File: config.mk
export PLATFORM = sky130hd
export DESIGN_NAME = pdma_page_seq
export DESIGN_NICKNAME = d
export VERILOG_FILES = /design/src/rtl/pdma_pkg.sv /design/src/rtl/pdma_beat_ctr.sv /design/src/rtl/pdma_irq_ctl.sv /design/src/rtl/pdma_page_seq.sv
export SDC_FILE = /design/constraint.sdc
export NUM_CORES = 1
export LEC_CHECK = 0
export ABC_AREA = 1
export CAP_MARGIN = 40
export CORE_ASPECT_RATIO = 1.5
export CORE_MARGIN = 1
export CORE_UTILIZATION = 55
export DETAILED_ROUTE_END_ITERATION = 8
export DONT_BUFFER_PORTS = 1
export GPL_ROUTABILITY_DRIVEN = 0
export HOLD_SLACK_MARGIN = 0.12
export PLACE_DENSITY = 0.82
export SYNTH_ARGS = -nofsm -noshare
export SYNTH_HDL_FRONTEND = slang
export SYNTH_SLANG_ARGS = --single-unit
File: constraint.sdc
create_clock -name clk -period 2 [get_ports clk]
set_clock_uncertainty 0.15 [all_clocks]
set_input_delay 0.2 -clock clk [delete_from_list [all_inputs] [get_ports clk]]
set_output_delay 0.2 -clock clk [all_outputs]
set_load 0.03 [all_outputs]
File: src/rtl/pdma_pkg.sv
package pdma_pkg;
    typedef enum logic [1:0] {
        ST_IDLE = 2'd0,
        ST_CARD = 2'd1,
        ST_MEM  = 2'd2
    } pdma_state_e;

    localparam logic [2:0] OFF_SETTINGS = 3'd0;
    localparam logic [2:0] OFF_BASE     = 3'd1;
    localparam logic [2:0] OFF_IEN      = 3'd2;
    localparam logic [2:0] OFF_ISTAT    = 3'd3;
    localparam logic [2:0] OFF_CAP      = 3'd4;
    localparam logic [2:0] OFF_STAGE    = 3'd5;

    localparam int CFG_DIR  = 0;
    localparam int CFG_INT  = 1;
    localparam int CFG_MEM  = 2;

    localparam int EV_INT   = 0;
    localparam int EV_MEM   = 1;
    localparam int EV_ERR   = 2;
    localparam int NUM_EV   = 3;

    localparam logic [31:0] CAP_VALUE = 32'h0000_0003;
endpackage

File: src/rtl/pdma_beat_ctr.sv
module pdma_beat_ctr #(
    parameter int BEATS = 128,
    localparam int BW = $clog2(BEATS)
) (
    input  logic          clk,
    input  logic          rst_n,
    input  logic          clear,
    input  logic          advance,
    output logic [BW-1:0] idx,
    output logic          last
);
    always_ff @(posedge clk or negedge rst_n) begin
        if (!rst_n)       idx <= '0;
        else if (clear)   idx <= '0;
        else if (advance) idx <= idx + 1'b1;
    end

    assign last = (idx == BW'(BEATS - 1));
endmodule

File: src/rtl/pdma_irq_ctl.sv
module pdma_irq_ctl #(
    parameter int N = 3
) (
    input  logic         clk,
    input  logic         rst_n,
    input  logic [N-1:0] set_i,
    input  logic [N-1:0] clr_i,
    input  logic [N-1:0] ien_i,
    output logic [N-1:0] status_o,
    output logic         irq_o
);
    always_ff @(posedge clk or negedge rst_n) begin
        if (!rst_n) status_o <= '0;
        else        status_o <= (status_o & ~clr_i) | set_i;
    end

    assign irq_o = |(status_o & ien_i);

    // cleared bits without a concurrent set read back as zero
    a_r7_w1c_clears: assert property (@(posedge clk) disable iff (!rst_n)
        (|(clr_i & ~set_i)) |=> ((status_o & $past(clr_i & ~set_i)) == '0));

    // a hardware set always lands, even against a clear
    a_r7_set_wins: assert property (@(posedge clk) disable iff (!rst_n)
        (|set_i) |=> ((status_o & $past(set_i)) == $past(set_i)));
endmodule

File: src/rtl/pdma_page_seq.sv
module pdma_page_seq
    import pdma_pkg::*;
#(
    parameter int PAGE_BYTES = 512,
    parameter int BEAT_BYTES = 4,
    parameter int AW         = 32,
    localparam int BEATS     = PAGE_BYTES / BEAT_BYTES,
    localparam int BW        = $clog2(BEATS)
) (
    input  logic          clk,
    input  logic          rst_n,
    input  logic          reg_wr,
    input  logic [2:0]    reg_addr,
    input  logic [31:0]   reg_wdata,
    output logic [31:0]   reg_rdata,
    output logic          card_go,
    output logic          card_to_buf,
    input  logic          card_done,
    input  logic          card_err,
    output logic          mem_req,
    output logic          mem_write,
    output logic [AW-1:0] mem_addr,
    output logic [BW-1:0] buf_idx,
    input  logic          mem_ready,
    input  logic          mem_err,
    output logic          irq
);
    pdma_state_e       state_q, state_d;
    logic [2:0]        cfg_q;
    logic [AW-1:0]     base_q;
    logic [NUM_EV-1:0] ien_q, status, ev_set, ev_clr;
    logic [1:0]        stage_q;
    logic              wr_cfg, abort, arm, ev_int, ev_mem, ev_err;
    logic              beat_adv, beat_last;
    logic [BW-1:0]     beat_idx;

    assign wr_cfg = reg_wr && (reg_addr == OFF_SETTINGS);
    assign abort  = wr_cfg && (reg_wdata[2:0] == 3'b000);
    assign arm    = wr_cfg && (reg_wdata[CFG_INT] || reg_wdata[CFG_MEM])
                    && (state_q == ST_IDLE) && (stage_q == 2'd0 || stage_q == 2'd2);

    // next-state selection
    always_comb begin
        state_d = state_q;
        ev_int  = 1'b0;
        ev_mem  = 1'b0;
        ev_err  = 1'b0;
        unique case (state_q)
            ST_IDLE: begin
                if (arm) state_d = reg_wdata[CFG_INT] ? ST_CARD : ST_MEM;
            end
            ST_CARD: begin
                if (abort) begin
                    state_d = ST_IDLE;
                end else if (card_err) begin
                    state_d = ST_IDLE;
                    ev_err  = 1'b1;
                end else if (card_done) begin
                    state_d = ST_IDLE;
                    ev_int  = 1'b1;
                end
            end
            ST_MEM: begin
                if (abort) begin
                    state_d = ST_IDLE;
                end else if (mem_err) begin
                    state_d = ST_IDLE;
                    ev_err  = 1'b1;
                end else if (mem_ready && beat_last) begin
                    state_d = ST_IDLE;
                    ev_mem  = 1'b1;
                end
            end
            default: state_d = ST_IDLE;
        endcase
    end

    // state register and software-visible registers
    always_ff @(posedge clk or negedge rst_n) begin
        if (!rst_n) begin
            state_q <= ST_IDLE;
            cfg_q   <= '0;
            base_q  <= '0;
            ien_q   <= '0;
            stage_q <= 2'd0;
        end else begin
            state_q <= state_d;
            if (arm || abort) cfg_q <= reg_wdata[2:0];
            if (reg_wr && reg_addr == OFF_BASE && state_q == ST_IDLE)
                base_q <= reg_wdata[AW-1:0];
            if (reg_wr && reg_addr == OFF_IEN) ien_q <= reg_wdata[NUM_EV-1:0];
            if (abort || ev_err)         stage_q <= 2'd0;
            else if (arm && stage_q == 2'd0) stage_q <= 2'd1;
            else if (ev_int || ev_mem)   stage_q <= (stage_q == 2'd1) ? 2'd2 : 2'd3;
        end
    end

    assign beat_adv = (state_q == ST_MEM) && mem_ready && !mem_err && !abort;

    pdma_beat_ctr #(.BEATS(BEATS)) u_beats (
        .clk     (clk),
        .rst_n   (rst_n),
        .clear   (arm),
        .advance (beat_adv),
        .idx     (beat_idx),
        .last    (beat_last)
    );

    assign ev_set = {ev_err, ev_mem, ev_int};
    assign ev_clr = (reg_wr && reg_addr == OFF_ISTAT) ? reg_wdata[NUM_EV-1:0] : '0;

    pdma_irq_ctl #(.N(NUM_EV)) u_irq (
        .clk      (clk),
        .rst_n    (rst_n),
        .set_i    (ev_set),
        .clr_i    (ev_clr),
        .ien_i    (ien_q),
        .status_o (status),
        .irq_o    (irq)
    );

    // outputs
    always_comb begin
        card_go     = (state_q == ST_CARD);
        card_to_buf = cfg_q[CFG_DIR];
        mem_req     = (state_q == ST_MEM);
        mem_write   = cfg_q[CFG_DIR];
        mem_addr    = base_q + AW'(beat_idx) * AW'(BEAT_BYTES);
        buf_idx     = beat_idx;
        unique case (reg_addr)
            OFF_SETTINGS: reg_rdata = 32'(cfg_q);
            OFF_BASE:     reg_rdata = 32'(base_q);
            OFF_IEN:      reg_rdata = 32'(ien_q);
            OFF_ISTAT:    reg_rdata = 32'(status);
            OFF_CAP:      reg_rdata = CAP_VALUE;
            OFF_STAGE:    reg_rdata = 32'(stage_q);
            default:      reg_rdata = 32'h0;
        endcase
    end

    // a stalled beat keeps its request and address
    a_r4_hold_on_stall: assert property (@(posedge clk) disable iff (!rst_n)
        (mem_req && !mem_ready && !mem_err && !abort) |=> (mem_req && $stable(mem_addr)));

    // an accepted beat that is not the last steps by one word
    a_r4_addr_step: assert property (@(posedge clk) disable iff (!rst_n)
        (mem_req && mem_ready && !mem_err && !abort && !beat_last)
        |=> (mem_req && mem_addr == $past(mem_addr) + AW'(BEAT_BYTES)));

    // an error stops both requests at once and flags status
    a_r6_err_stops: assert property (@(posedge clk) disable iff (!rst_n)
        (!abort && ((card_go && card_err) || (mem_req && mem_err)))
        |=> (!card_go && !mem_req && stage_q == 2'd0 && status[EV_ERR]));

    // an abort drops any phase and the stage
    a_r9_abort: assert property (@(posedge clk) disable iff (!rst_n)
        abort |=> (!card_go && !mem_req && stage_q == 2'd0));

    // a running phase is always the first or second stage
    a_r5_stage_busy: assert property (@(posedge clk) disable iff (!rst_n)
        (card_go || mem_req) |-> (stage_q == 2'd1 || stage_q == 2'd2));
endmodule

**After elaboration in Yosys (flattened, before gate mapping)**

Cells that the tools add are included.
Widths: inputs -> output; s select.

- Bitwise logic cells: 4
- Add/subtract/negate cells: 2
- Reductions and logical operators: 29
- Equal/unequal tests: 13
- Multiplexer cells: 30

Operator list:

| kind | number |
|---|---|
| $pmux 32 s6 | 1 |
| $add 32x9->32 | 1 |
| $mux 2 | 11 |
| $logic_and 1x1->1 | 14 |
| $mux 7 | 2 |
| $mux 1 | 13 |
| $ne 4x1->1 const B | 2 |
| $add 7x1->7 const B | 1 |
| $eq 7x7->1 const B | 1 |
| $and 3x3->3 | 2 |
| $eq 3x2->1 const B | 2 |
| $eq 3x3->1 const B | 2 |
| $logic_not 3->1 | 2 |
| $pmux 2 s3 | 1 |
| $logic_or 1x1->1 | 5 |
| $eq 2x1->1 const B | 2 |
| $eq 2x2->1 const B | 2 |
| $logic_not 2->1 | 2 |
| $eq 3x1->1 const B | 1 |
| $mux 3 | 1 |
| $not 3->3 | 1 |
| $or 3x3->3 | 1 |
| $reduce_and 3->1 | 1 |
| $reduce_bool 3->1 | 1 |
| other kinds (5) | 6 |

- Input port bits: 42
- Flip-flop bits (word level): 52

**Longest topological paths before layout**

- Word-level depth: 10
- Gate-level depth with buffers: 11

**Cells and area by module**

From an unflattened synthesis, not the netlist that was laid out.

- Cell total of the unflattened synthesis: 532
- Area total of the unflattened synthesis: 3,627.2 µm²

By module, submodules not included:

| module | area an instance (µm²) | cells an instance | instances |
|---|---|---|---|
| pdma_page_seq | 3,109.2 | 471 | 1 |
| pdma_beat_ctr | 381.6 | 48 | 1 |
| pdma_irq_ctl | 136.4 | 13 | 1 |

**Worst setup path after synthesis**

Ideal clock, no wire load.

- Path type: register to output
- Start: register u_beats.idx[0]
- End: output port mem_addr[14]
- Required time: 1.650 ns
- Cell stages (with the launch flop): 8
- Buffers on the path: 0
- Slack: -0.593 ns
- Data arrival time: 2.243 ns
- Cell sequence: dfrtp_1 ha_1 inv_1 fa_1 o21ai_1 nand3_1 nand2_2 xor2_1

- Longest elaborated chain between the ends: 1

Ends and longest elaborated chain:

| what | line | text |
|---|---|---|
| start: declaration | pdma_beat_ctr.sv:9 | `output logic [BW-1:0] idx,` |
| start signal: assignment | pdma_beat_ctr.sv:15 | `else if (advance) idx <= idx + 1'b1;` |
| $add 32x9->32 | pdma_page_seq.sv:128 | `mem_addr = base_q + AW'(beat_idx) * AW'(BEAT_BYTES);` |
| end: declaration | pdma_page_seq.sv:22 | `output logic [AW-1:0] mem_addr,` |

Every way passes these cells.

**Worst setup path in the final report**

- Start: register base_q[2]
- End: output port mem_addr[16]

- Longest elaborated chain between the ends: 1

Ends and longest elaborated chain:

| what | line | text |
|---|---|---|
| start: declaration | pdma_page_seq.sv:30 | `logic [AW-1:0] base_q;` |
| start signal: assignment | pdma_page_seq.sv:90 | `base_q <= reg_wdata[AW-1:0];` |
| $add 32x9->32 | pdma_page_seq.sv:128 |  |

Every way passes these cells.

==> metrics <==
post-synthesis instance area approximately 3600 µm²; worst endpoint required time approximately 1.7 ns; first-pass GRT wire length ~21 mm; CP Cell Sequence ha_4, inv_2, fa_2, o21ai_4, nand3_4, nand2_8, nand4_1, nand2_4; reg-to-reg critical path startpoint u_beats.idx[1]; H-tree Lvls 2; Synth async-reset ratio between 90% and 100%; Total GRT Usage 40.9%; Final min period 2.74 ns; Post-Syn Instances about 530; fillers about 270; Worst-Margin Slew around 0.68 ns; slew margin rel. a little over half; Final ANT Viol Nets 0; initial antenna violation count 0; crit path from base_q[2]; library cells used by synthesis 36; io pins ~120; post-synthesis sequential area ratio a little over a third; fin. max-slew vios 0; drt pass-1 iters 8; via count ~4,600; R2R Setup Slk 0.10 ns; Crit path depth 8; FMAX around 370 MHz; port bufs 0; Ant. Diodes 0; Die X slightly below 70 µm; Vias/cell approximately 6.5; worst hold path class in2reg; clock slew at reported path FFs roughly 0.09 ns; row cnt 36; post-synthesis register bit count 52; Main synth FF type dfrtp_1; dpl hpwl between 8 and 9 mm; most frequent cells in the layout nor2_1, nand2_1, inv_1, buf_4, dfrtp_1; final worst slack -0.735 ns; die area between 6000 and 7000 µm²; CP Capture Type output pin; Power Total approximately 0.011 W; DR DRC count 0; VDD IR max ~1.5 mV; die height between 100 and 150 µm; synthesized area per cell between 6 and 7 µm²; Critical-path top delay cell dfrtp_1; fin nets just under 700; violated checks negative setup slack; RSZ-0062 raised after global routing true; worst reg2reg path depth 10; CTS root buffer clkbuf_8; R2R Path End stage_q[0]; TritonCTS Buffers 5; area growth from synthesis to final layout 55.6%; leak pwr roughly 2.8 nW; Finished Core Util between 80% and 90%; vias in the first global route ~4,300; Iteration-0 DRC Markers around 710; critical path class reg2out; CTS tree yes; status complete, but fails checks; critical path endpoint mem_addr[16]; largest net degree at the start of global routing 65; Hold Crit Depth 5; routed length per instance between 20 and 25 µm; grt ovf 0; clk buf depth 2; worst skew pair latency roughly 0.32 ns; Ys Warns 0; final hold vios 0; clock sinks between 50 and 60; Max stage delay on crit path slightly above 0.4 ns; Startpoint Class flop; CP max FO 8; Net Count, Synth between 500 and 600; number of synthesized flops with an enable pin 0; leading cell type in the layout, fill and taps excluded nor2_1; Setup Viol. Count Final 29; Post-Route WL ~16 mm; CP delay by family, top simple AND/OR/NAND/NOR gates; core area 6440 µm²; CP Data Arrival Time 2.39 ns; share of layout cells above drive strength 1 between 30% and 40%; Cell Pwr Density 2010 nW/µm²; WP buf/inv 1; final period utilization 137%; max_cap viols 0; Initial Utilization 56.6%
## state kept, by name (all words and copies together), names as in the netlist
signal and count:
cfg_q 3, u_irq.status_o 3, u_beats.idx 7, state_q 2, ien_q 3, base_q 32, stage_q 2
## tightest hold or removal path, cell delays in order
cell     delay, ns
nand3_1       0.06
inv_1         0.08
nand2_1       0.10
o21ai_0       0.08
nand2_1       0.06
## worst min path at each step
stage,start,endpoint,slack [ns]
4_1_cts,reg_addr[1],u_irq.status_o[0],0.13
5_1_grt,mem_ready,state_q[0],0.16
3_3_place_gp,rst_n,base_q[10],-0.24
2_1_floorplan,rst_n,base_q[0],-0.25
6_report,reg_addr[1],u_irq.status_o[0],0.14
3_5_place_dp,rst_n,base_q[11],-0.24
## synth_stat cells (3+ instances only)
library cell	count	area share (%)
and2_1	3	0.51
nand2_2	4	0.69
nand3_1	41	5.6
inv_1	68	7.0
buf_2	9	1.2
a22oi_1	3	0.62
buf_4	3	0.62
o21ai_1	10	1.4
nor2_1	88	9.1
nand2_1	128	13
a21oi_1	35	4.8
nand4_1	13	2.2
inv_2	8	0.82
ha_1	11	3.8
nor3_1	6	0.82
o21ai_0	9	1.2
xor2_1	16	3.8
dfrtp_1	52	36
nor3_2	3	0.82
## cell type report
cell class,count,area [µm²],area share [%]
Multi-Input combinational cell,390,2840,50.0
Sequential cell,52,1310,23.1
Inverter,76,285,5.03
Timing Repair Buffer,117,1050,18.5
Clock buffer,7,86.3,1.52
Clock inverter,1,7.51,0.132
Tap cell,76,95.1,1.68
## metrics by stage
step	instance area [µm²]	hold slack (ns)	instances	setup slack, ns	TNS (ns)
2_1_floorplan	3970	-0.246	532	-0.128	-1.19
4_1_cts	5280	0.134	711	-0.434	-8.51
3_3_place_gp	4430	-0.244	654	-0.0558	-0.114
5_1_grt	5670	0.158	719	-0.875	-15.44
3_5_place_dp	4430	-0.245	654	-0.118	-0.832
6_report	5670	0.138	719	-0.735	-12.33
## cells by family after synthesis
| family | after synthesis | synth area share [%] |
|---|---|---|
| AO/OA/AOI/OAI | 61 | 8.85 |
| XOR/XNOR | 18 | 4.32 |
| AND/OR/NAND/NOR | 299 | 36.7 |
| flip-flops | 52 | 35.7 |
| buffers and inverters | 90 | 10.1 |
| adder cells (fa/ha/maj) | 12 | 4.32 |
## routing by layer
metal	wire [µm]	global-route usage [%]
met5	31	0
met4	1430	23.4
met3	1660	14.2
met2	8200	68.9
met1	5030	42.9
## repair_timing
action                     4_1_cts  5_1_grt
pin swaps                       36       36
setup endpoints to repair       28       42
resized for setup               66       67
buffers inserted                 8        9
hold buffers                    41        0
hold endpoints to repair       104        0
## power by group
| part | switching (W) | internal, W | leakage, nW |
|---|---|---|---|
| logic | 0.00554 | 0.00302 | 2.21 |
| registers | 0.000638 | 0.00151 | 0.591 |
| clock network | 0.000387 | 0.000283 | 0.0445 |
(Power assumes the default switching activity.)
